$ cat src/rtl/dtw_pkg.sv
package dtw_pkg;
  localparam int REG_W      = 16;
  localparam int B_ERR_EN   = 11;
  localparam int B_STATUS   = 10;
  localparam int B_SEL      = 9;
  localparam int B_PRI_TMR  = 8;
  localparam int B_FAST_B2B = 7;
  localparam int B_SBR      = 6;
  localparam int MISC_W     = 6;
endpackage

$ cat src/rtl/dtw_ctrl_reg.sv
module dtw_ctrl_reg
  import dtw_pkg::*;
(
  input  logic             clk,
  input  logic             rst_n,
  input  logic             we,
  input  logic [REG_W-1:0] wdata,
  input  logic             expire,
  output logic [REG_W-1:0] rdata,
  output logic             err_en,
  output logic             sel_short,
  output logic             sbr
);
  logic              err_en_q, err_en_d;
  logic              stat_q, stat_d;
  logic              sel_q, sel_d;
  logic              pri_q, pri_d;
  logic              sbr_q, sbr_d;
  logic [MISC_W-1:0] misc_q, misc_d;
  logic              unused_wbits;

  assign unused_wbits = ^{wdata[REG_W-1:B_ERR_EN+1], wdata[B_FAST_B2B]};

  always_comb begin
    err_en_d = err_en_q;
    sel_d    = sel_q;
    pri_d    = pri_q;
    sbr_d    = sbr_q;
    misc_d   = misc_q;
    if (we) begin
      err_en_d = wdata[B_ERR_EN];
      sel_d    = wdata[B_SEL];
      pri_d    = wdata[B_PRI_TMR];
      sbr_d    = wdata[B_SBR];
      misc_d   = wdata[MISC_W-1:0];
    end
    // a new expiry outranks a same-edge clear
    stat_d = (stat_q & ~(we & wdata[B_STATUS])) | expire;
  end

  always_ff @(posedge clk or negedge rst_n) begin
    if (!rst_n) begin
      err_en_q <= 1'b0;
      stat_q   <= 1'b0;
      sel_q    <= 1'b0;
      pri_q    <= 1'b0;
      sbr_q    <= 1'b0;
      misc_q   <= '0;
    end else begin
      err_en_q <= err_en_d;
      stat_q   <= stat_d;
      sel_q    <= sel_d;
      pri_q    <= pri_d;
      sbr_q    <= sbr_d;
      misc_q   <= misc_d;
    end
  end

  always_comb begin
    rdata             = '0;
    rdata[B_ERR_EN]   = err_en_q;
    rdata[B_STATUS]   = stat_q;
    rdata[B_SEL]      = sel_q;
    rdata[B_PRI_TMR]  = pri_q;
    rdata[B_SBR]      = sbr_q;
    rdata[MISC_W-1:0] = misc_q;
  end

  assign err_en    = err_en_q;
  assign sel_short = sel_q;
  assign sbr       = sbr_q;
endmodule

$ cat src/rtl/dtw_timer.sv
module dtw_timer #(
  parameter int LONG_EXP  = 15,
  parameter int SHORT_EXP = 10
) (
  input  logic clk,
  input  logic rst_n,
  input  logic sel_short,
  input  logic flush,
  input  logic arm,
  input  logic retry,
  output logic pending,
  output logic expire_now
);
  localparam int CNT_W = LONG_EXP;
  localparam logic [CNT_W-1:0] LIM_LONG_M1  = CNT_W'((1 << LONG_EXP) - 1);
  localparam logic [CNT_W-1:0] LIM_SHORT_M1 = CNT_W'((1 << SHORT_EXP) - 1);

  logic             pend_q, pend_d;
  logic [CNT_W-1:0] cnt_q, cnt_d;
  logic             cnt_en;
  logic [CNT_W-1:0] lim_m1;

  assign lim_m1     = sel_short ? LIM_SHORT_M1 : LIM_LONG_M1;
  // >= keeps a mid-count switch to the short window from wrapping
  assign expire_now = pend_q && !flush && !arm && !retry && (cnt_q >= lim_m1);

  always_comb begin
    pend_d = pend_q;
    cnt_d  = cnt_q;
    cnt_en = 1'b1;
    if (flush) begin
      pend_d = 1'b0;
      cnt_d  = '0;
    end else if (arm) begin
      pend_d = 1'b1;
      cnt_d  = '0;
    end else if (retry || expire_now) begin
      pend_d = 1'b0;
      cnt_d  = '0;
    end else if (pend_q) begin
      cnt_d  = cnt_q + 1'b1;
    end else begin
      cnt_en = 1'b0;
    end
  end

  always_ff @(posedge clk or negedge rst_n) begin
    if (!rst_n) begin
      pend_q <= 1'b0;
      cnt_q  <= '0;
    end else if (cnt_en) begin
      pend_q <= pend_d;
      cnt_q  <= cnt_d;
    end
  end

  assign pending = pend_q;
endmodule

$ cat src/rtl/dtw_report.sv
module dtw_report (
  input  logic clk,
  input  logic rst_n,
  input  logic expire,
  input  logic err_en,
  output logic discard,
  output logic serr
);
  logic discard_d, serr_d;

  always_comb begin
    discard_d = expire;
    serr_d    = expire & err_en;
  end

  always_ff @(posedge clk or negedge rst_n) begin
    if (!rst_n) begin
      discard <= 1'b0;
      serr    <= 1'b0;
    end else begin
      discard <= discard_d;
      serr    <= serr_d;
    end
  end
endmodule

$ cat src/rtl/dt_discard_watchdog.sv
module dt_discard_watchdog
  import dtw_pkg::*;
#(
  parameter int LONG_EXP  = 15,
  parameter int SHORT_EXP = 10
) (
  input  logic             clk,
  input  logic             rst_n,
  input  logic             cfg_we,
  input  logic [REG_W-1:0] cfg_wdata,
  output logic [REG_W-1:0] cfg_rdata,
  input  logic             cpl_stored,
  input  logic             retry_match,
  output logic             entry_pending,
  output logic             entry_discard,
  output logic             serr_pulse,
  output logic             sec_bus_rst
);
  logic err_en, sel_short, sbr, expire;

  dtw_ctrl_reg u_reg (
    .clk      (clk),
    .rst_n    (rst_n),
    .we       (cfg_we),
    .wdata    (cfg_wdata),
    .expire   (expire),
    .rdata    (cfg_rdata),
    .err_en   (err_en),
    .sel_short(sel_short),
    .sbr      (sbr)
  );

  dtw_timer #(.LONG_EXP(LONG_EXP), .SHORT_EXP(SHORT_EXP)) u_tmr (
    .clk       (clk),
    .rst_n     (rst_n),
    .sel_short (sel_short),
    .flush     (sbr),
    .arm       (cpl_stored),
    .retry     (retry_match),
    .pending   (entry_pending),
    .expire_now(expire)
  );

  dtw_report u_rpt (
    .clk    (clk),
    .rst_n  (rst_n),
    .expire (expire),
    .err_en (err_en),
    .discard(entry_discard),
    .serr   (serr_pulse)
  );

  assign sec_bus_rst = sbr;
endmodule

$ cat config.mk
export PLATFORM = sky130hd
export DESIGN_NAME = dt_discard_watchdog
export DESIGN_NICKNAME = d
export VERILOG_FILES = /design/src/rtl/dtw_pkg.sv /design/src/rtl/dtw_ctrl_reg.sv /design/src/rtl/dtw_timer.sv /design/src/rtl/dtw_report.sv /design/src/rtl/dt_discard_watchdog.sv
export SDC_FILE = /design/constraint.sdc
export NUM_CORES = 1
export LEC_CHECK = 0
export CORE_ASPECT_RATIO = 1.5
export CORE_MARGIN = 5
export CORE_UTILIZATION = 50
export CTS_CLUSTER_SIZE = 25
export DETAILED_ROUTE_END_ITERATION = 7
export PLACE_DENSITY_LB_ADDON = 0.2
export SKIP_CTS_REPAIR_TIMING = 1
export SLEW_MARGIN = 20
export SYNTH_ARGS = -nofsm -noshare
export SYNTH_HDL_FRONTEND = slang
export SYNTH_SLANG_ARGS = --single-unit
$ cat constraint.sdc
create_clock -name clk -period 4.63 [get_ports clk]
set_input_delay 0.926 -clock clk [delete_from_list [all_inputs] [get_ports clk]]
set_output_delay 0.926 -clock clk [all_outputs]
set_load 0.01 [all_outputs]
**After elaboration in Yosys (flattened, before gate mapping)**

Cells that the tools add are included.

- Bits of input ports: 21
- Memories kept: 0
- ROM bits: 0
- Bits in writable memories: 0
- Bits in registers: 29
- Bits in latches: 0
- Output and inout port bits: 20

- Divide/modulo/power cells: 0
- Order comparisons: 1
- Bitwise gates (word level): 5
- Shifts and indexed selects: 0
- Reductions and logical operators: 12
- Equal/unequal tests: 0
- Add/subtract/negate cells: 1
- Muxes and demuxes: 12
- Multipliers: 0

Operator list:

| cell | count |
|---|---|
| $mux W15 | 5 |
| $add A15 B1 Y15 const B | 1 |
| $ge A15 B15 Y1 | 1 |
| $mux W1 | 7 |
| $logic_and A1 B1 Y1 | 4 |
| $reduce_and A2 Y1 | 2 |
| $reduce_bool A4 Y1 | 1 |
| $and A1 B1 Y1 | 3 |
| $logic_not A1 Y1 | 3 |
| $reduce_bool A3 Y1 | 1 |
| $logic_or A1 B1 Y1 | 1 |
| $not A1 Y1 | 1 |
| $or A1 B1 Y1 | 1 |

**Longest topological paths before layout**

Gate-level depths: netlist of the first run.

- Word-level depth: 10
- Depth in mapped cells: 6

**Hierarchy**

Synthesis of the first run repeated with hierarchy kept, for this count alone.

- Cell total of the unflattened synthesis: 166
- Area total of the unflattened synthesis: 1,672.9 um^2

By module, submodules not included:

| module | times used | area each (um^2) | sequential area each (um^2) | cells an instance |
|---|---|---|---|---|
| dtw_timer | 1 | 1,093.5 | 400.4 | 128 |
| dtw_ctrl_reg | 1 | 523.0 | 275.3 | 35 |
| dtw_report | 1 | 56.3 | 50.0 | 3 |

**Worst setup path after synthesis of the first run**

No wires, ideal clock.

- Kind: input -> register
- From: in cpl_stored
- To: reg u_tmr.cnt_q[11]
- Buffers on the path: 1
- Setup time: 0.126 ns
- Arrival: 1.852 ns
- Path slack: 2.652 ns
- Data required time: 4.504 ns
- Cell stages on the path: 6
- Path through: or3_1 > buf_2 > nor2_1 > nand4b_1 > xor2_1 > nor2_1

- Cells in the longest elaborated chain, start to end: 9
- Elaborated cells on any way between the ends: 13

Ends and longest elaborated chain:

| what | line | source |
|---|---|---|
| start: declaration | dt_discard_watchdog.sv:12 | `input logic cpl_stored,` |
| $logic_not A1 Y1 | dtw_timer.sv:25 | `assign expire_now = pend_q && !flush && !arm && !retry && (cnt_q >= lim_m1);` |
| $logic_and A1 B1 Y1 (3 in a row) | dtw_timer.sv:25 |  |
| $logic_or A1 B1 Y1 | dtw_timer.sv:37 | `end else if (retry \|\| expire_now) begin` |
| $mux W1 | dtw_timer.sv:37 |  |
| $mux W1 | dtw_timer.sv:34 | `end else if (arm) begin` |
| $mux W1 | dtw_timer.sv:31 | `if (flush) begin` |
| $reduce_and A2 Y1 (no source line) | -- |  |
| end signal: assignment | dtw_timer.sv:53 | `cnt_q <= cnt_d;` |
| end: declaration | dtw_timer.sv:19 | `logic [CNT_W-1:0] cnt_q, cnt_d;` |

Parallel ways exist; a longest one is shown, timed or not.
A chain may end at the register's enable or synchronous reset.

**Final worst setup path of the first run**

- From: reg u_tmr.pend_q, in the netlist u_tmr.pending
- To: out entry_pending

RTL lines:

| what | line | source |
|---|---|---|
| start: declaration | dtw_timer.sv:18 | `logic pend_q, pend_d;` |
| start signal: assignment | dtw_timer.sv:52 | `pend_q <= pend_d;` |
| end: declaration | dt_discard_watchdog.sv:14 | `output logic entry_pending,` |

No word-level cell between the ends.

==> results of run 1 <==
[logic make-up after synthesis]
kind of cell    count (synthesis)
simple gates                   56
flops                          29
compound gates                 18
buf+inv                        18
xor+xnor                       10
mux                             9
fa+ha+maj                       6
other cells                     1
[area by class of cell]
cell class	count	share of cell area
Clock buffer	7	0.0454
Inverter	5	0.00987
Multi-Input combinational cell	104	0.376
Sequential cell	29	0.382
Tap cell	39	0.0257
Timing Repair Buffer	31	0.162
[power groups by stage]
stage	combinational (mW)	sequential (mW)	clock, mW
5_1_grt	0.0791	0.275	0.221
3_3_place_gp	0.0701	0.277	0
4_1_cts	0.0733	0.273	0.211
2_1_floorplan	0.0361	0.277	0
6_report	0.0719	0.273	0.204
3_5_place_dp	0.0730	0.278	0
[worst max-delay path by stage]
| stage | startpoint | endpoint | cells after the start |
|---|---|---|---|
| 3_3_place_gp | cpl_stored | u_tmr.cnt_q[11]$_DFFE_PN0P_ | 6 |
| 5_1_grt | u_tmr.pending$_DFFE_PN0P_ | entry_pending | 1 |
| 6_report | u_tmr.pending$_DFFE_PN0P_ | entry_pending | 1 |
| 2_1_floorplan | cpl_stored | u_tmr.cnt_q[11]$_DFFE_PN0P_ | 6 |
| 4_1_cts | u_tmr.pending$_DFFE_PN0P_ | entry_pending | 1 |
| 3_5_place_dp | cpl_stored | u_tmr.cnt_q[11]$_DFFE_PN0P_ | 6 |
[layer usage]
layer	vias up	routed length, um
li1	545	-
met1	576	1220
met2	26	1810
met3	8	129
met4	0	72
met5	-	0
[cells in the final DEF, fill, tap and decap left out, types with 4 or more instances in the layout]
cell type                         Yosys  routed
sky130_fd_sc_hd__nand2_1             16      16
sky130_fd_sc_hd__a21oi_1              5       5
sky130_fd_sc_hd__ha_1                 6       6
sky130_fd_sc_hd__clkdlybuf4s50_1      0      30
sky130_fd_sc_hd__o21ai_0              4       4
sky130_fd_sc_hd__xnor2_1              4       4
sky130_fd_sc_hd__mux2_2               9       9
sky130_fd_sc_hd__xor2_1               6       6
sky130_fd_sc_hd__clkbuf_8             0       6
sky130_fd_sc_hd__inv_1                4       4
sky130_fd_sc_hd__dfrtp_1             29      29
sky130_fd_sc_hd__nor2_1              16      16
sky130_fd_sc_hd__conb_1               1       5
[per-stage QoR]
stage                      util  hold slack [ps]
after floorplan               -              449
after global placement    0.617              466
after detailed placement  0.617              499
after CTS                 0.646              506
after global routing      0.646              521
final                     0.646              498
==> report_table.html, run 1 <==
<table>
<tr><th>Metric</th><th>Value</th></tr>
<tr><th colspan="2">Logic synthesis</th></tr>
<tr><td>Mapped cell area</td><td>1540 um2</td></tr>
<tr><td>#FFs+latches synth</td><td>29</td></tr>
<tr><td>Main combinational cell family by area after synthesis</td><td>simple AND/OR/NAND/NOR gates</td></tr>
<tr><td>Synth Area in Simple Gates</td><td>0.193</td></tr>
<tr><td>Adder-cell share of the synthesized area</td><td>0.0489</td></tr>
<tr><td>Synth Instances</td><td>147</td></tr>
<tr><td>Complex-gate fraction of the synthesized area</td><td>0.0880</td></tr>
<tr><td>Number of enable flip-flop cells after synthesis</td><td>0</td></tr>
<tr><td>Xor and xnor area share after synthesis</td><td>0.0570</td></tr>
<tr><td>Total of warnings raised by yosys</td><td>0</td></tr>
<tr><td>Area contributors post-synth</td><td>sky130_fd_sc_hd__dfrtp_1 (47%), sky130_fd_sc_hd__mux2_2 (6.6%), sky130_fd_sc_hd__buf_4 (5.4%)</td></tr>
<tr><td>Most common cell in the netlist</td><td>sky130_fd_sc_hd__dfrtp_1</td></tr>
<tr><td>Sequential cell area fraction in the yosys report</td><td>0.473</td></tr>
<tr><td>Leading cell types by count after synthesis</td><td>sky130_fd_sc_hd__dfrtp_1 (29), sky130_fd_sc_hd__nand2_1 (16), sky130_fd_sc_hd__nor2_1 (16), sky130_fd_sc_hd__buf_4 (11), sky130_fd_sc_hd__mux2_2 (9)</td></tr>
<tr><td>Synth async-reset ratio</td><td>1.00</td></tr>
<tr><td>Number of distinct standard cells referenced by the synthesized netlist</td><td>36</td></tr>
<tr><td>Area fraction of the dominant cell type after synthesis</td><td>0.473</td></tr>
<tr><td>Syn Area/Cell</td><td>10.4 um2</td></tr>
<tr><td>Mux contribution to synthesized area</td><td>0.0660</td></tr>
<tr><td>Dominant register cell in the synthesized netlist</td><td>sky130_fd_sc_hd__dfrtp_1</td></tr>
<tr><td>Most area-hungry cell type in the Yosys netlist</td><td>sky130_fd_sc_hd__dfrtp_1</td></tr>
<tr><th colspan="2">Place</th></tr>
<tr><td>Final GP Congestion</td><td>0.829</td></tr>
<tr><td>Post-placement cell count</td><td>208</td></tr>
<tr><td># port buffers</td><td>30</td></tr>
<tr><td>Total cell area at the placement stage</td><td>1820 um2</td></tr>
<tr><td>Setup WS pre-CTS</td><td>2040 ps</td></tr>
<tr><td>Detailed placement HPWL</td><td>2.50 mm</td></tr>
<tr><th colspan="2">Run status</th></tr>
<tr><td>Status</td><td>finished clean</td></tr>
<tr><th colspan="2">Worst setup path</th></tr>
<tr><td>Worst r2r src</td><td>u_reg.sel_short$_DFFE_PN0P_</td></tr>
<tr><td>Required time of the critical path</td><td>3700 ps</td></tr>
<tr><td>Largest delay share family, worst path</td><td>buffers and inverters</td></tr>
<tr><td>Crit path largest cell delay</td><td>630 ps</td></tr>
<tr><td>Crit path capture type</td><td>primary output</td></tr>
<tr><td>Reg-to-reg slack, setup</td><td>2700 ps</td></tr>
<tr><td>Depth of the worst register-to-register path</td><td>6</td></tr>
<tr><td>Critical path buffer and inverter count</td><td>1</td></tr>
<tr><td>Data arrival time of the worst path</td><td>1500 ps</td></tr>
<tr><td>Sequence of cells on the critical path</td><td>clkdlybuf4s50_1</td></tr>
<tr><td>Standard cell with the maximum stage delay on the critical path</td><td>sky130_fd_sc_hd__clkdlybuf4s50_1</td></tr>
<tr><td>Reg2Reg Capture Point</td><td>u_tmr.cnt_q[4]$_DFFE_PN0P_</td></tr>
<tr><td>Largest fanout on the critical path</td><td>11</td></tr>
<tr><td>CP Launch Type</td><td>flip-flop</td></tr>
<tr><td>Kind of critical path</td><td>flip-flop to primary output</td></tr>
<tr><th colspan="2">Power</th></tr>
<tr><td>Overall power</td><td>549 uW</td></tr>
<tr><td>Max rail drop VDD</td><td>212 uV</td></tr>
<tr><td>Part of the power in combinational logic</td><td>0.131</td></tr>
<tr><td>Switching Power</td><td>127 uW</td></tr>
<tr><td>Fraction of power spent switching nets</td><td>0.232</td></tr>
<tr><td>PwrDens</td><td>289 nW/um2</td></tr>
<tr><td>Internal power contribution</td><td>422 uW</td></tr>
<tr><td>Proportion of power drawn by flip-flops and latches</td><td>0.498</td></tr>
<tr><td>Standby leakage power</td><td>0.826 nW</td></tr>
<tr><td>Clock group share of total power</td><td>0.372</td></tr>
<tr><th colspan="2">STA</th></tr>
<tr><td>Least setup slack across all paths after layout</td><td>2200 ps</td></tr>
<tr><td>Unrepaired setup endpoints after global routing</td><td>no</td></tr>
<tr><td>Final count of hold timing violations</td><td>0</td></tr>
<tr><td>Worst Tran Pin Value</td><td>495 ps</td></tr>
<tr><td>Relative max-transition margin</td><td>0.669</td></tr>
<tr><td>Fmax achieved</td><td>412 MHz</td></tr>
<tr><td>Fin Clk Skew</td><td>6.19 ps</td></tr>
<tr><td>Setup Total Neg Slack</td><td>0 ps</td></tr>
<tr><td>Pins Over Slew Limit</td><td>0</td></tr>
<tr><td>Number of endpoints failing setup at the final stage</td><td>0</td></tr>
<tr><td>Post-route fraction of the period consumed by the critical path</td><td>0.524</td></tr>
<tr><td>Final min period</td><td>2430 ps</td></tr>
<tr><th colspan="2">Hold path</th></tr>
<tr><td>Terminating pin of the worst hold path</td><td>u_tmr.pending$_DFFE_PN0P_</td></tr>
<tr><td>Number of instances on the worst hold path</td><td>1</td></tr>
<tr><td>Worst hold path class</td><td>flip-flop to flip-flop</td></tr>
<tr><td>HP Start</td><td>u_reg.sbr$_DFFE_PN0P_</td></tr>
<tr><th colspan="2">Global route</th></tr>
<tr><td>Total global routing track utilization</td><td>0.170</td></tr>
<tr><td>Layer with the highest usage after global routing</td><td>met2</td></tr>
<tr><td>Met3 usage</td><td>0.0482</td></tr>
<tr><td>Gr ovfl total</td><td>0</td></tr>
<tr><td>Pin count of the biggest net entering global routing</td><td>30</td></tr>
<tr><td>Met2 routing resource usage after global routing</td><td>0.307</td></tr>
<tr><td>Via count of the first global-routing pass</td><td>1258</td></tr>
<tr><td>Met1 Usage GRT</td><td>0.177</td></tr>
<tr><td>Antenna violations before repair</td><td>0</td></tr>
<tr><td>Global-route wire length before repair</td><td>5.78 mm</td></tr>
<tr><th colspan="2">Final layout</th></tr>
<tr><td>Total number of nets in the final design</td><td>203</td></tr>
<tr><td>Multi-input gate area</td><td>714 um2</td></tr>
<tr><td>Biggest register</td><td>u_tmr.cnt_q</td></tr>
<tr><td>Fill cell count</td><td>261</td></tr>
<tr><td>Diodes inserted</td><td>0</td></tr>
<tr><td>Growth of design area from synthesis to finish</td><td>23.9%</td></tr>
<tr><td>Leading registers by flop count</td><td>u_tmr.cnt_q: 15 flops, u_reg.misc_q: 6 flops</td></tr>
<tr><td>Max reg flops</td><td>15</td></tr>
<tr><td>Cell Count, Final, Fillers Out</td><td>215</td></tr>
<tr><td>Share of final-layout standard cells stronger than drive strength 1</td><td>0.131</td></tr>
<tr><td>Final std cell area, no fill</td><td>1900 um2</td></tr>
<tr><td>Register Area</td><td>726 um2</td></tr>
<tr><th colspan="2">Floorplanning</th></tr>
<tr><td>Core Footprint</td><td>2940 um2</td></tr>
<tr><td>Overall die area</td><td>4300 um2</td></tr>
<tr><td>Die Wd</td><td>55.2 um</td></tr>
<tr><td>Core Rows</td><td>24</td></tr>
<tr><td>Io pins</td><td>41</td></tr>
<tr><td>Die Ht</td><td>77.9 um</td></tr>
<tr><td>Initial Utilization</td><td>0.522</td></tr>
<tr><th colspan="2">Drt</th></tr>
<tr><td>Post-DR wirelength/cell</td><td>15.0 um</td></tr>
<tr><td>First-iteration detailed-routing DRC count</td><td>22</td></tr>
<tr><td>Total detailed-routing wirelength</td><td>3.23 mm</td></tr>
<tr><td>Detailed-routing iteration count for the pre-antenna-repair pass</td><td>4</td></tr>
<tr><td>Antenna viol nets, final</td><td>0</td></tr>
<tr><td>Count of unresolved DRC violations after routing</td><td>0</td></tr>
<tr><td>Total number of vias</td><td>1155</td></tr>
<tr><td>Via count normalized by instance count</td><td>5.37</td></tr>
<tr><th colspan="2">CTS</th></tr>
<tr><td>Reg clk slew, reported paths</td><td>60 ps</td></tr>
<tr><td>CTS tree</td><td>done</td></tr>
<tr><td>Number of buffers inserted during clock tree synthesis</td><td>5</td></tr>
<tr><td>Clock sink total</td><td>29</td></tr>
<tr><td>Clock latency on the worst-skew pair</td><td>270 ps</td></tr>
<tr><td>Maximum root-to-sink buffer count</td><td>2</td></tr>
<tr><td>Number of levels in the clock H-tree</td><td>2</td></tr>
<tr><td>Cell chosen for the clock root</td><td>sky130_fd_sc_hd__clkbuf_8</td></tr>
<tr><th colspan="2">Job</th></tr>
<tr><td>MaxCap Viol Count</td><td>0</td></tr>
</table>
Power figures use the tool's default switching activity.
==> run 2, diff against run 1 <==
--- a/config.mk
+++ b/config.mk
@@ -7,7 +7,7 @@
 export LEC_CHECK = 0
 export CORE_ASPECT_RATIO = 1.5
 export CORE_MARGIN = 5
-export CORE_UTILIZATION = 50
+export CORE_UTILIZATION = 43
 export CTS_CLUSTER_SIZE = 25
 export DETAILED_ROUTE_END_ITERATION = 7
 export PLACE_DENSITY_LB_ADDON = 0.2
==> constraint.sdc (replaced) <==
create_clock -name clk -period 2.05 [get_ports clk]
set_input_delay 0.41 -clock clk [delete_from_list [all_inputs] [get_ports clk]]
set_output_delay 0.41 -clock clk [all_outputs]
set_load 0.01 [all_outputs]
==> run 2 against run 1 <==
Power grew to 2.5 times the previous value. Utilization decreased by 7.3 points. Cell count increased by 3.3%. First-iteration DRC count is 23% lower. Non-clock buffer count grew 3. Register-to-register slack worse by 2600 ps. Global-route usage fell by 2.7 points. Via count shrank 0.52%. Clock skew shrank 2.5 ps. Sequential share of layout area is 1.1 points lower.
==> report_table.html, run 2 (synthesis results as in run 1) <==
<table>
<tr><th>Metric</th><th>Value</th></tr>
<tr><th colspan="2">Run status</th></tr>
<tr><td>Status</td><td>finished clean</td></tr>
<tr><th colspan="2">STA</th></tr>
<tr><td>Final min period</td><td>1940 ps</td></tr>
<tr><td>Post-route fraction of the period consumed by the critical path</td><td>0.945</td></tr>
<tr><td>Number of endpoints failing setup at the final stage</td><td>0</td></tr>
<tr><td>Pins Over Slew Limit</td><td>0</td></tr>
<tr><td>Final count of hold timing violations</td><td>0</td></tr>
<tr><td>Fmax achieved</td><td>516 MHz</td></tr>
<tr><td>Setup Total Neg Slack</td><td>0 ps</td></tr>
<tr><td>Worst hold slack after final layout</td><td>498 ps</td></tr>
<tr><td>Unrepaired setup endpoints after global routing</td><td>no</td></tr>
<tr><td>Fin Clk Skew</td><td>3.69 ps</td></tr>
<tr><th colspan="2">Final layout</th></tr>
<tr><td>Register Area</td><td>726 um2</td></tr>
<tr><td>Commonest non-fill, non-tap cell in the layout</td><td>sky130_fd_sc_hd__clkdlybuf4s50_1</td></tr>
<tr><td>Share of final-layout standard cells stronger than drive strength 1</td><td>0.150</td></tr>
<tr><td>Growth of design area from synthesis to finish</td><td>27.5%</td></tr>
<tr><td>Max reg flops</td><td>15</td></tr>
<tr><td>Multi-input gate area</td><td>714 um2</td></tr>
<tr><td>Final std cell area, no fill</td><td>1960 um2</td></tr>
<tr><td>Diodes inserted</td><td>0</td></tr>
<tr><td>Total number of nets in the final design</td><td>206</td></tr>
<tr><td>Share of the core filled with cells</td><td>0.573</td></tr>
<tr><td>Biggest register</td><td>u_tmr.cnt_q</td></tr>
<tr><td>Fill cell count</td><td>315</td></tr>
<tr><td>Leading registers by flop count</td><td>u_tmr.cnt_q: 15 flops, u_reg.misc_q: 6 flops</td></tr>
<tr><td>Commonest cells after routing, fill and taps aside</td><td>sky130_fd_sc_hd__clkdlybuf4s50_1 (30), sky130_fd_sc_hd__dfrtp_1 (29), sky130_fd_sc_hd__nand2_1 (16), sky130_fd_sc_hd__nor2_1 (16), sky130_fd_sc_hd__mux2_2 (9)</td></tr>
<tr><th colspan="2">Global route</th></tr>
<tr><td>Antenna violations before repair</td><td>0</td></tr>
<tr><td>Total global routing track utilization</td><td>0.143</td></tr>
<tr><td>Gr ovfl total</td><td>0</td></tr>
<tr><td>Pin count of the biggest net entering global routing</td><td>30</td></tr>
<tr><td>Via count of the first global-routing pass</td><td>1227</td></tr>
<tr><td>Global-route wire length before repair</td><td>5.33 mm</td></tr>
<tr><th colspan="2">Place</th></tr>
<tr><td>Final GP Congestion</td><td>0.868</td></tr>
<tr><td>Total cell area at the placement stage</td><td>1830 um2</td></tr>
<tr><td>Detailed placement HPWL</td><td>2.33 mm</td></tr>
<tr><td># port buffers</td><td>30</td></tr>
<tr><th colspan="2">Drt</th></tr>
<tr><td>Met2 wirelength from detailed routing</td><td>1.67 mm</td></tr>
<tr><td>First-iteration detailed-routing DRC count</td><td>17</td></tr>
<tr><td>Via count normalized by instance count</td><td>5.18</td></tr>
<tr><td>Met1 Routed Length</td><td>1.22 mm</td></tr>
<tr><td>Total number of vias</td><td>1149</td></tr>
<tr><td>Highest routing layer actually used</td><td>met4</td></tr>
<tr><td>Total met3 wirelength after detailed routing</td><td>208 um</td></tr>
<tr><td>Detailed-routing iteration count for the pre-antenna-repair pass</td><td>4</td></tr>
<tr><td>Post-DR wirelength/cell</td><td>14.3 um</td></tr>
<tr><td>Count of unresolved DRC violations after routing</td><td>0</td></tr>
<tr><td>Antenna viol nets, final</td><td>0</td></tr>
<tr><td>Total detailed-routing wirelength</td><td>3.17 mm</td></tr>
<tr><th colspan="2">Worst setup path</th></tr>
<tr><td>Crit path capture type</td><td>flip-flop</td></tr>
<tr><td>Kind of critical path</td><td>flip-flop to flip-flop</td></tr>
<tr><td>Largest fanout on the critical path</td><td>9</td></tr>
<tr><td>CP Launch Type</td><td>flip-flop</td></tr>
<tr><td>Data arrival time of the worst path</td><td>2140 ps</td></tr>
<tr><td>Required time of the critical path</td><td>2250 ps</td></tr>
<tr><th colspan="2">Power</th></tr>
<tr><td>PwrDens</td><td>712 nW/um2</td></tr>
<tr><td>Switching Power</td><td>310 uW</td></tr>
<tr><td>Part of the power in combinational logic</td><td>0.119</td></tr>
<tr><td>Standby leakage power</td><td>0.854 nW</td></tr>
<tr><td>Clock group share of total power</td><td>0.439</td></tr>
<tr><td>Internal power contribution</td><td>1.08 mW</td></tr>
<tr><td>Fraction of power spent switching nets</td><td>0.222</td></tr>
<tr><td>Proportion of power drawn by flip-flops and latches</td><td>0.443</td></tr>
<tr><td>Max rail drop VDD</td><td>561 uV</td></tr>
<tr><th colspan="2">CTS</th></tr>
<tr><td>Clock latency on the worst-skew pair</td><td>280 ps</td></tr>
<tr><td>Cell chosen for the clock root</td><td>sky130_fd_sc_hd__clkbuf_8</td></tr>
<tr><td>Number of buffers inserted during clock tree synthesis</td><td>5</td></tr>
<tr><td>Clock sink total</td><td>29</td></tr>
<tr><td>Reg clk slew, reported paths</td><td>60 ps</td></tr>
<tr><td>CTS tree</td><td>done</td></tr>
<tr><td>Maximum root-to-sink buffer count</td><td>2</td></tr>
<tr><td>Number of levels in the clock H-tree</td><td>2</td></tr>
<tr><th colspan="2">Floorplanning</th></tr>
<tr><td>Core Rows</td><td>26</td></tr>
<tr><td>Initial Utilization</td><td>0.449</td></tr>
<tr><td>Core Footprint</td><td>3420 um2</td></tr>
<tr><td>Die Wd</td><td>58.8 um</td></tr>
<tr><td>Die Ht</td><td>83.2 um</td></tr>
<tr><td>Overall die area</td><td>4890 um2</td></tr>
<tr><td>Io pins</td><td>41</td></tr>
<tr><th colspan="2">Job</th></tr>
<tr><td>MaxCap Viol Count</td><td>0</td></tr>
<tr><th colspan="2">Hold path</th></tr>
<tr><td>Worst hold path class</td><td>flip-flop to flip-flop</td></tr>
</table>
[run 2: cell count changes in the layout (fill, tap and decap cells not counted)]
| cell | before | now |
|---|---|---|
| sky130_fd_sc_hd__bufinv_16 | 0 | 1 |
| sky130_fd_sc_hd__buf_4 | 1 | 4 |
[run 2: worst paths after layout]
| path | endpoint | slack (ps) | from | cells past startpoint |
|---|---|---|---|---|
| setup reg to reg | u_tmr.cnt_q[2]$_DFFE_PN0P_ | 110 | u_reg.sel_short$_DFFE_PN0P_ | 6 |
| hold reg to reg | u_reg.stat_q$_DFF_PN0_ | 500 | u_reg.stat_q$_DFF_PN0_ | 2 |
| max in group asynchronous | u_reg.err_en$_DFFE_PN0P_ | 1260 | rst_n | 2 |
| hold / removal | u_reg.stat_q$_DFF_PN0_ | 500 | u_reg.stat_q$_DFF_PN0_ | 2 |
| min in group asynchronous | u_tmr.cnt_q[12]$_DFFE_PN0P_ | 520 | rst_n | 2 |
| setup / recovery | u_tmr.cnt_q[2]$_DFFE_PN0P_ | 110 | u_reg.sel_short$_DFFE_PN0P_ | 6 |
[run 2: through the flow]
step	power [mW]	std cells	setup slack, ps
after CTS	1.42	221	117
after detailed placement	0.795	213	147
after global placement	0.788	213	190
after floorplan	0.708	151	364
after global routing	1.46	222	6.83
final	1.39	222	112
[run 2: layout make-up]
| cell class | instances | area share |
|---|---|---|
| Tap cell | 42 | 0.0268 |
| Multi-Input combinational cell | 104 | 0.365 |
| Clock buffer | 7 | 0.0441 |
| Sequential cell | 29 | 0.371 |
| Timing Repair Buffer | 34 | 0.169 |
| Inverter | 5 | 0.00958 |
| Clock inverter | 1 | 0.0153 |
[run 2: power groups by stage]
stage	Combinational, mW	Sequential, mW	Clock (mW)
after global placement	0.163	0.625	0
final	0.165	0.617	0.612
after floorplan	0.0816	0.627	0
after CTS	0.169	0.617	0.630
after global routing	0.182	0.619	0.659
after detailed placement	0.168	0.627	0
[run 2: worst max-delay path, cell delays in order, from the launching register on]
cell	delay, ps
sky130_fd_sc_hd__dfrtp_1	460
sky130_fd_sc_hd__ha_1	350
sky130_fd_sc_hd__a211oi_1	250
sky130_fd_sc_hd__o31ai_1	150
sky130_fd_sc_hd__a21oi_4	290
sky130_fd_sc_hd__o21ai_0	170
sky130_fd_sc_hd__a21oi_1	180
[run 2: layer usage]
metal,GRT usage,vias to the layer above
met5,0,-
met4,0.0680,0
met3,0.0575,6
met2,0.240,33
met1,0.149,558
li1,-,552
==> run 3, diff against run 2 <==
--- a/config.mk
+++ b/config.mk
@@ -5,9 +5,11 @@
 export SDC_FILE = /design/constraint.sdc
 export NUM_CORES = 1
 export LEC_CHECK = 0
+export CELL_PAD_IN_SITES_DETAIL_PLACEMENT = 1
+export CELL_PAD_IN_SITES_GLOBAL_PLACEMENT = 1
 export CORE_ASPECT_RATIO = 1.5
 export CORE_MARGIN = 5
-export CORE_UTILIZATION = 43
+export CORE_UTILIZATION = 33
 export CTS_CLUSTER_SIZE = 25
 export DETAILED_ROUTE_END_ITERATION = 7
 export PLACE_DENSITY_LB_ADDON = 0.2
==> run 3 against run 2 <==
Sequential share of layout area up 0.29 points. Critical endpoint is now u_tmr.cnt_q[10]$_DFFE_PN0P_. Hold slack worse by 6.9 ps. Power decreased by 10%. Flip-flop and latch count unchanged. Combinational power increased by 4%. Register-to-register slack better by 30 ps. Utilization shrank 14 points. Highest routed layer unchanged. Non-clock buffer count rose by 1. Critical path depth unchanged. Largest power group unchanged. Clock-buffer cell count shrank 2. Design area decreased by 0.77%. Sequential power is 0.6% lower.
==> report_table.html, run 3 (synthesis results as in run 1) <==
<table>
<tr><th>Metric</th><th>Value</th></tr>
<tr><th colspan="2">Run status</th></tr>
<tr><td>Status</td><td>finished clean</td></tr>
<tr><th colspan="2">Drt</th></tr>
<tr><td>Post-DR wirelength/cell</td><td>14.9 um</td></tr>
<tr><td>First-iteration detailed-routing DRC count</td><td>37</td></tr>
<tr><td>Via count normalized by instance count</td><td>4.93</td></tr>
<tr><td>Total detailed-routing wirelength</td><td>3.41 mm</td></tr>
<tr><td>Antenna viol nets, final</td><td>0</td></tr>
<tr><td>Detailed-routing iteration count for the pre-antenna-repair pass</td><td>4</td></tr>
<tr><td>Count of unresolved DRC violations after routing</td><td>0</td></tr>
<tr><td>Total number of vias</td><td>1129</td></tr>
<tr><th colspan="2">Power</th></tr>
<tr><td>Fraction of power spent switching nets</td><td>0.259</td></tr>
<tr><td>Switching Power</td><td>324 uW</td></tr>
<tr><td>Max rail drop VDD</td><td>399 uV</td></tr>
<tr><td>Clock group share of total power</td><td>0.371</td></tr>
<tr><td>Part of the power in combinational logic</td><td>0.138</td></tr>
<tr><td>Proportion of power drawn by flip-flops and latches</td><td>0.491</td></tr>
<tr><td>PwrDens</td><td>643 nW/um2</td></tr>
<tr><td>Internal power contribution</td><td>925 uW</td></tr>
<tr><td>Standby leakage power</td><td>0.846 nW</td></tr>
<tr><th colspan="2">CTS</th></tr>
<tr><td>Clock sink total</td><td>29</td></tr>
<tr><td>Clock latency on the worst-skew pair</td><td>280 ps</td></tr>
<tr><td>Number of buffers inserted during clock tree synthesis</td><td>5</td></tr>
<tr><td>Reg clk slew, reported paths</td><td>70 ps</td></tr>
<tr><td>CTS tree</td><td>done</td></tr>
<tr><td>Maximum root-to-sink buffer count</td><td>2</td></tr>
<tr><td>Cell chosen for the clock root</td><td>sky130_fd_sc_hd__clkbuf_8</td></tr>
<tr><td>Number of levels in the clock H-tree</td><td>2</td></tr>
<tr><th colspan="2">Place</th></tr>
<tr><td>Detailed placement HPWL</td><td>2.63 mm</td></tr>
<tr><td>Final GP Congestion</td><td>0.753</td></tr>
<tr><td># port buffers</td><td>30</td></tr>
<tr><th colspan="2">STA</th></tr>
<tr><td>Number of endpoints failing setup at the final stage</td><td>0</td></tr>
<tr><td>Fmax achieved</td><td>525 MHz</td></tr>
<tr><td>Unrepaired setup endpoints after global routing</td><td>no</td></tr>
<tr><td>Fin Clk Skew</td><td>6.32 ps</td></tr>
<tr><td>Post-route fraction of the period consumed by the critical path</td><td>0.929</td></tr>
<tr><td>Worst hold slack after final layout</td><td>491 ps</td></tr>
<tr><td>Pins Over Slew Limit</td><td>0</td></tr>
<tr><td>Final min period</td><td>1900 ps</td></tr>
<tr><td>Final count of hold timing violations</td><td>0</td></tr>
<tr><td>Setup Total Neg Slack</td><td>0 ps</td></tr>
<tr><th colspan="2">Floorplanning</th></tr>
<tr><td>Overall die area</td><td>6140 um2</td></tr>
<tr><td>Core Footprint</td><td>4500 um2</td></tr>
<tr><td>Die Ht</td><td>93.5 um</td></tr>
<tr><td>Core Rows</td><td>30</td></tr>
<tr><td>Die Wd</td><td>65.7 um</td></tr>
<tr><td>Initial Utilization</td><td>0.341</td></tr>
<tr><td>Io pins</td><td>41</td></tr>
<tr><th colspan="2">Worst setup path</th></tr>
<tr><td>Required time of the critical path</td><td>2210 ps</td></tr>
<tr><td>Worst r2r src</td><td>u_reg.sel_short$_DFFE_PN0P_</td></tr>
<tr><td>Largest fanout on the critical path</td><td>10</td></tr>
<tr><td>Kind of critical path</td><td>flip-flop to flip-flop</td></tr>
<tr><td>Data arrival time of the worst path</td><td>2060 ps</td></tr>
<tr><td>CP Launch Type</td><td>flip-flop</td></tr>
<tr><td>Crit path capture type</td><td>flip-flop</td></tr>
<tr><td>Reg-to-reg slack, setup</td><td>150 ps</td></tr>
<tr><td>Depth of the worst register-to-register path</td><td>6</td></tr>
<tr><td>Reg2Reg Capture Point</td><td>u_tmr.cnt_q[10]$_DFFE_PN0P_</td></tr>
<tr><th colspan="2">Final layout</th></tr>
<tr><td>Total number of nets in the final design</td><td>207</td></tr>
<tr><td>Biggest register</td><td>u_tmr.cnt_q</td></tr>
<tr><td>Growth of design area from synthesis to finish</td><td>26.6%</td></tr>
<tr><td>Commonest cells after routing, fill and taps aside</td><td>sky130_fd_sc_hd__clkdlybuf4s50_1 (30), sky130_fd_sc_hd__dfrtp_1 (29), sky130_fd_sc_hd__nand2_1 (16), sky130_fd_sc_hd__nor2_1 (16), sky130_fd_sc_hd__mux2_2 (9)</td></tr>
<tr><td>Leading registers by flop count</td><td>u_tmr.cnt_q: 15 flops, u_reg.misc_q: 6 flops</td></tr>
<tr><td>Share of final-layout standard cells stronger than drive strength 1</td><td>0.160</td></tr>
<tr><td>Diodes inserted</td><td>0</td></tr>
<tr><td>Commonest non-fill, non-tap cell in the layout</td><td>sky130_fd_sc_hd__clkdlybuf4s50_1</td></tr>
<tr><td>Max reg flops</td><td>15</td></tr>
<tr><th colspan="2">Hold path</th></tr>
<tr><td>Number of instances on the worst hold path</td><td>1</td></tr>
<tr><td>Worst hold path class</td><td>flip-flop to flip-flop</td></tr>
<tr><td>Terminating pin of the worst hold path</td><td>u_tmr.pending$_DFFE_PN0P_</td></tr>
<tr><td>HP Start</td><td>u_reg.sbr$_DFFE_PN0P_</td></tr>
<tr><th colspan="2">Global route</th></tr>
<tr><td>Gr ovfl total</td><td>0</td></tr>
<tr><td>Global-route wire length before repair</td><td>5.82 mm</td></tr>
<tr><td>Via count of the first global-routing pass</td><td>1232</td></tr>
<tr><td>Total global routing track utilization</td><td>0.125</td></tr>
<tr><td>Antenna violations before repair</td><td>0</td></tr>
<tr><td>Pin count of the biggest net entering global routing</td><td>30</td></tr>
<tr><th colspan="2">Job</th></tr>
<tr><td>MaxCap Viol Count</td><td>0</td></tr>
</table>
## run 3: cell count changes in the layout (fill, tap and decap cells not counted), sizes merged
cell / previous run / this run
buf: 4 / 5
bufinv: 1 / 0
clkinvlp: 0 / 1
clkinv: 0 / 2
clkbuf: 7 / 5
## run 3: metrics by stage
stage / cells / worst slack [ps] / util / area, um2 / total power [mW]
final: 229 / 146 / 0.431 / 1940 / 1.25
after global routing: 229 / 30.5 / 0.431 / 1940 / 1.32
after CTS: 229 / 121 / 0.431 / 1940 / 1.27
after detailed placement: 221 / 123 / 0.412 / 1860 / 0.800
after global placement: 221 / 159 / 0.412 / 1860 / 0.793
after floorplan: 151 / 364 / - / 1550 / 0.708
## run 3: power groups by stage
stage                     Clock (mW)  Sequential (mW)  Combinational, mW
after floorplan                    0            0.627             0.0816
after CTS                      0.481            0.614              0.177
final                          0.464            0.613              0.172
after global routing           0.514            0.617              0.187
after detailed placement           0            0.625              0.176
after global placement             0            0.624              0.169
## run 3: how the worst max path moves through the flow
stage                                 from                     endpoint  slack, ps
2_1_floorplan  u_reg.sel_short$_DFFE_PN0P_       u_reg.stat_q$_DFF_PN0_        360
3_3_place_gp                    cpl_stored   u_tmr.cnt_q[5]$_DFFE_PN0P_        160
3_5_place_dp                    cpl_stored  u_tmr.cnt_q[10]$_DFFE_PN0P_        120
4_1_cts        u_reg.sel_short$_DFFE_PN0P_  u_tmr.cnt_q[10]$_DFFE_PN0P_        120
5_1_grt        u_reg.sel_short$_DFFE_PN0P_  u_tmr.cnt_q[10]$_DFFE_PN0P_         30
6_report       u_reg.sel_short$_DFFE_PN0P_  u_tmr.cnt_q[10]$_DFFE_PN0P_        150
## run 3: layer usage
layer	global-route usage	vias to the layer above	wire length, um
li1	-	552	-
met1	0.131	556	1360
met2	0.229	15	1890
met3	0.0337	6	98
met4	0.0467	0	59
met5	0	-	0
## run 3: final cells by class
| type | instances | area, um2 |
|---|---|---|
| Fill cell | 517 | 2560 |
| Sequential cell | 29 | 726 |
| Multi-Input combinational cell | 104 | 714 |
| Timing Repair Buffer | 35 | 338 |
| Clock buffer | 5 | 68.8 |
| Tap cell | 48 | 60.1 |
| Inverter | 5 | 18.8 |
| Clock inverter | 3 | 17.5 |
## run 3: critical path: stages (launching register included)
cell and delay (ps):
sky130_fd_sc_hd__dfrtp_1 450, sky130_fd_sc_hd__ha_1 340, sky130_fd_sc_hd__a211oi_1 70, sky130_fd_sc_hd__o31ai_1 430
sky130_fd_sc_hd__a21oi_4 130, sky130_fd_sc_hd__o21bai_4 270, sky130_fd_sc_hd__nor2_1 90
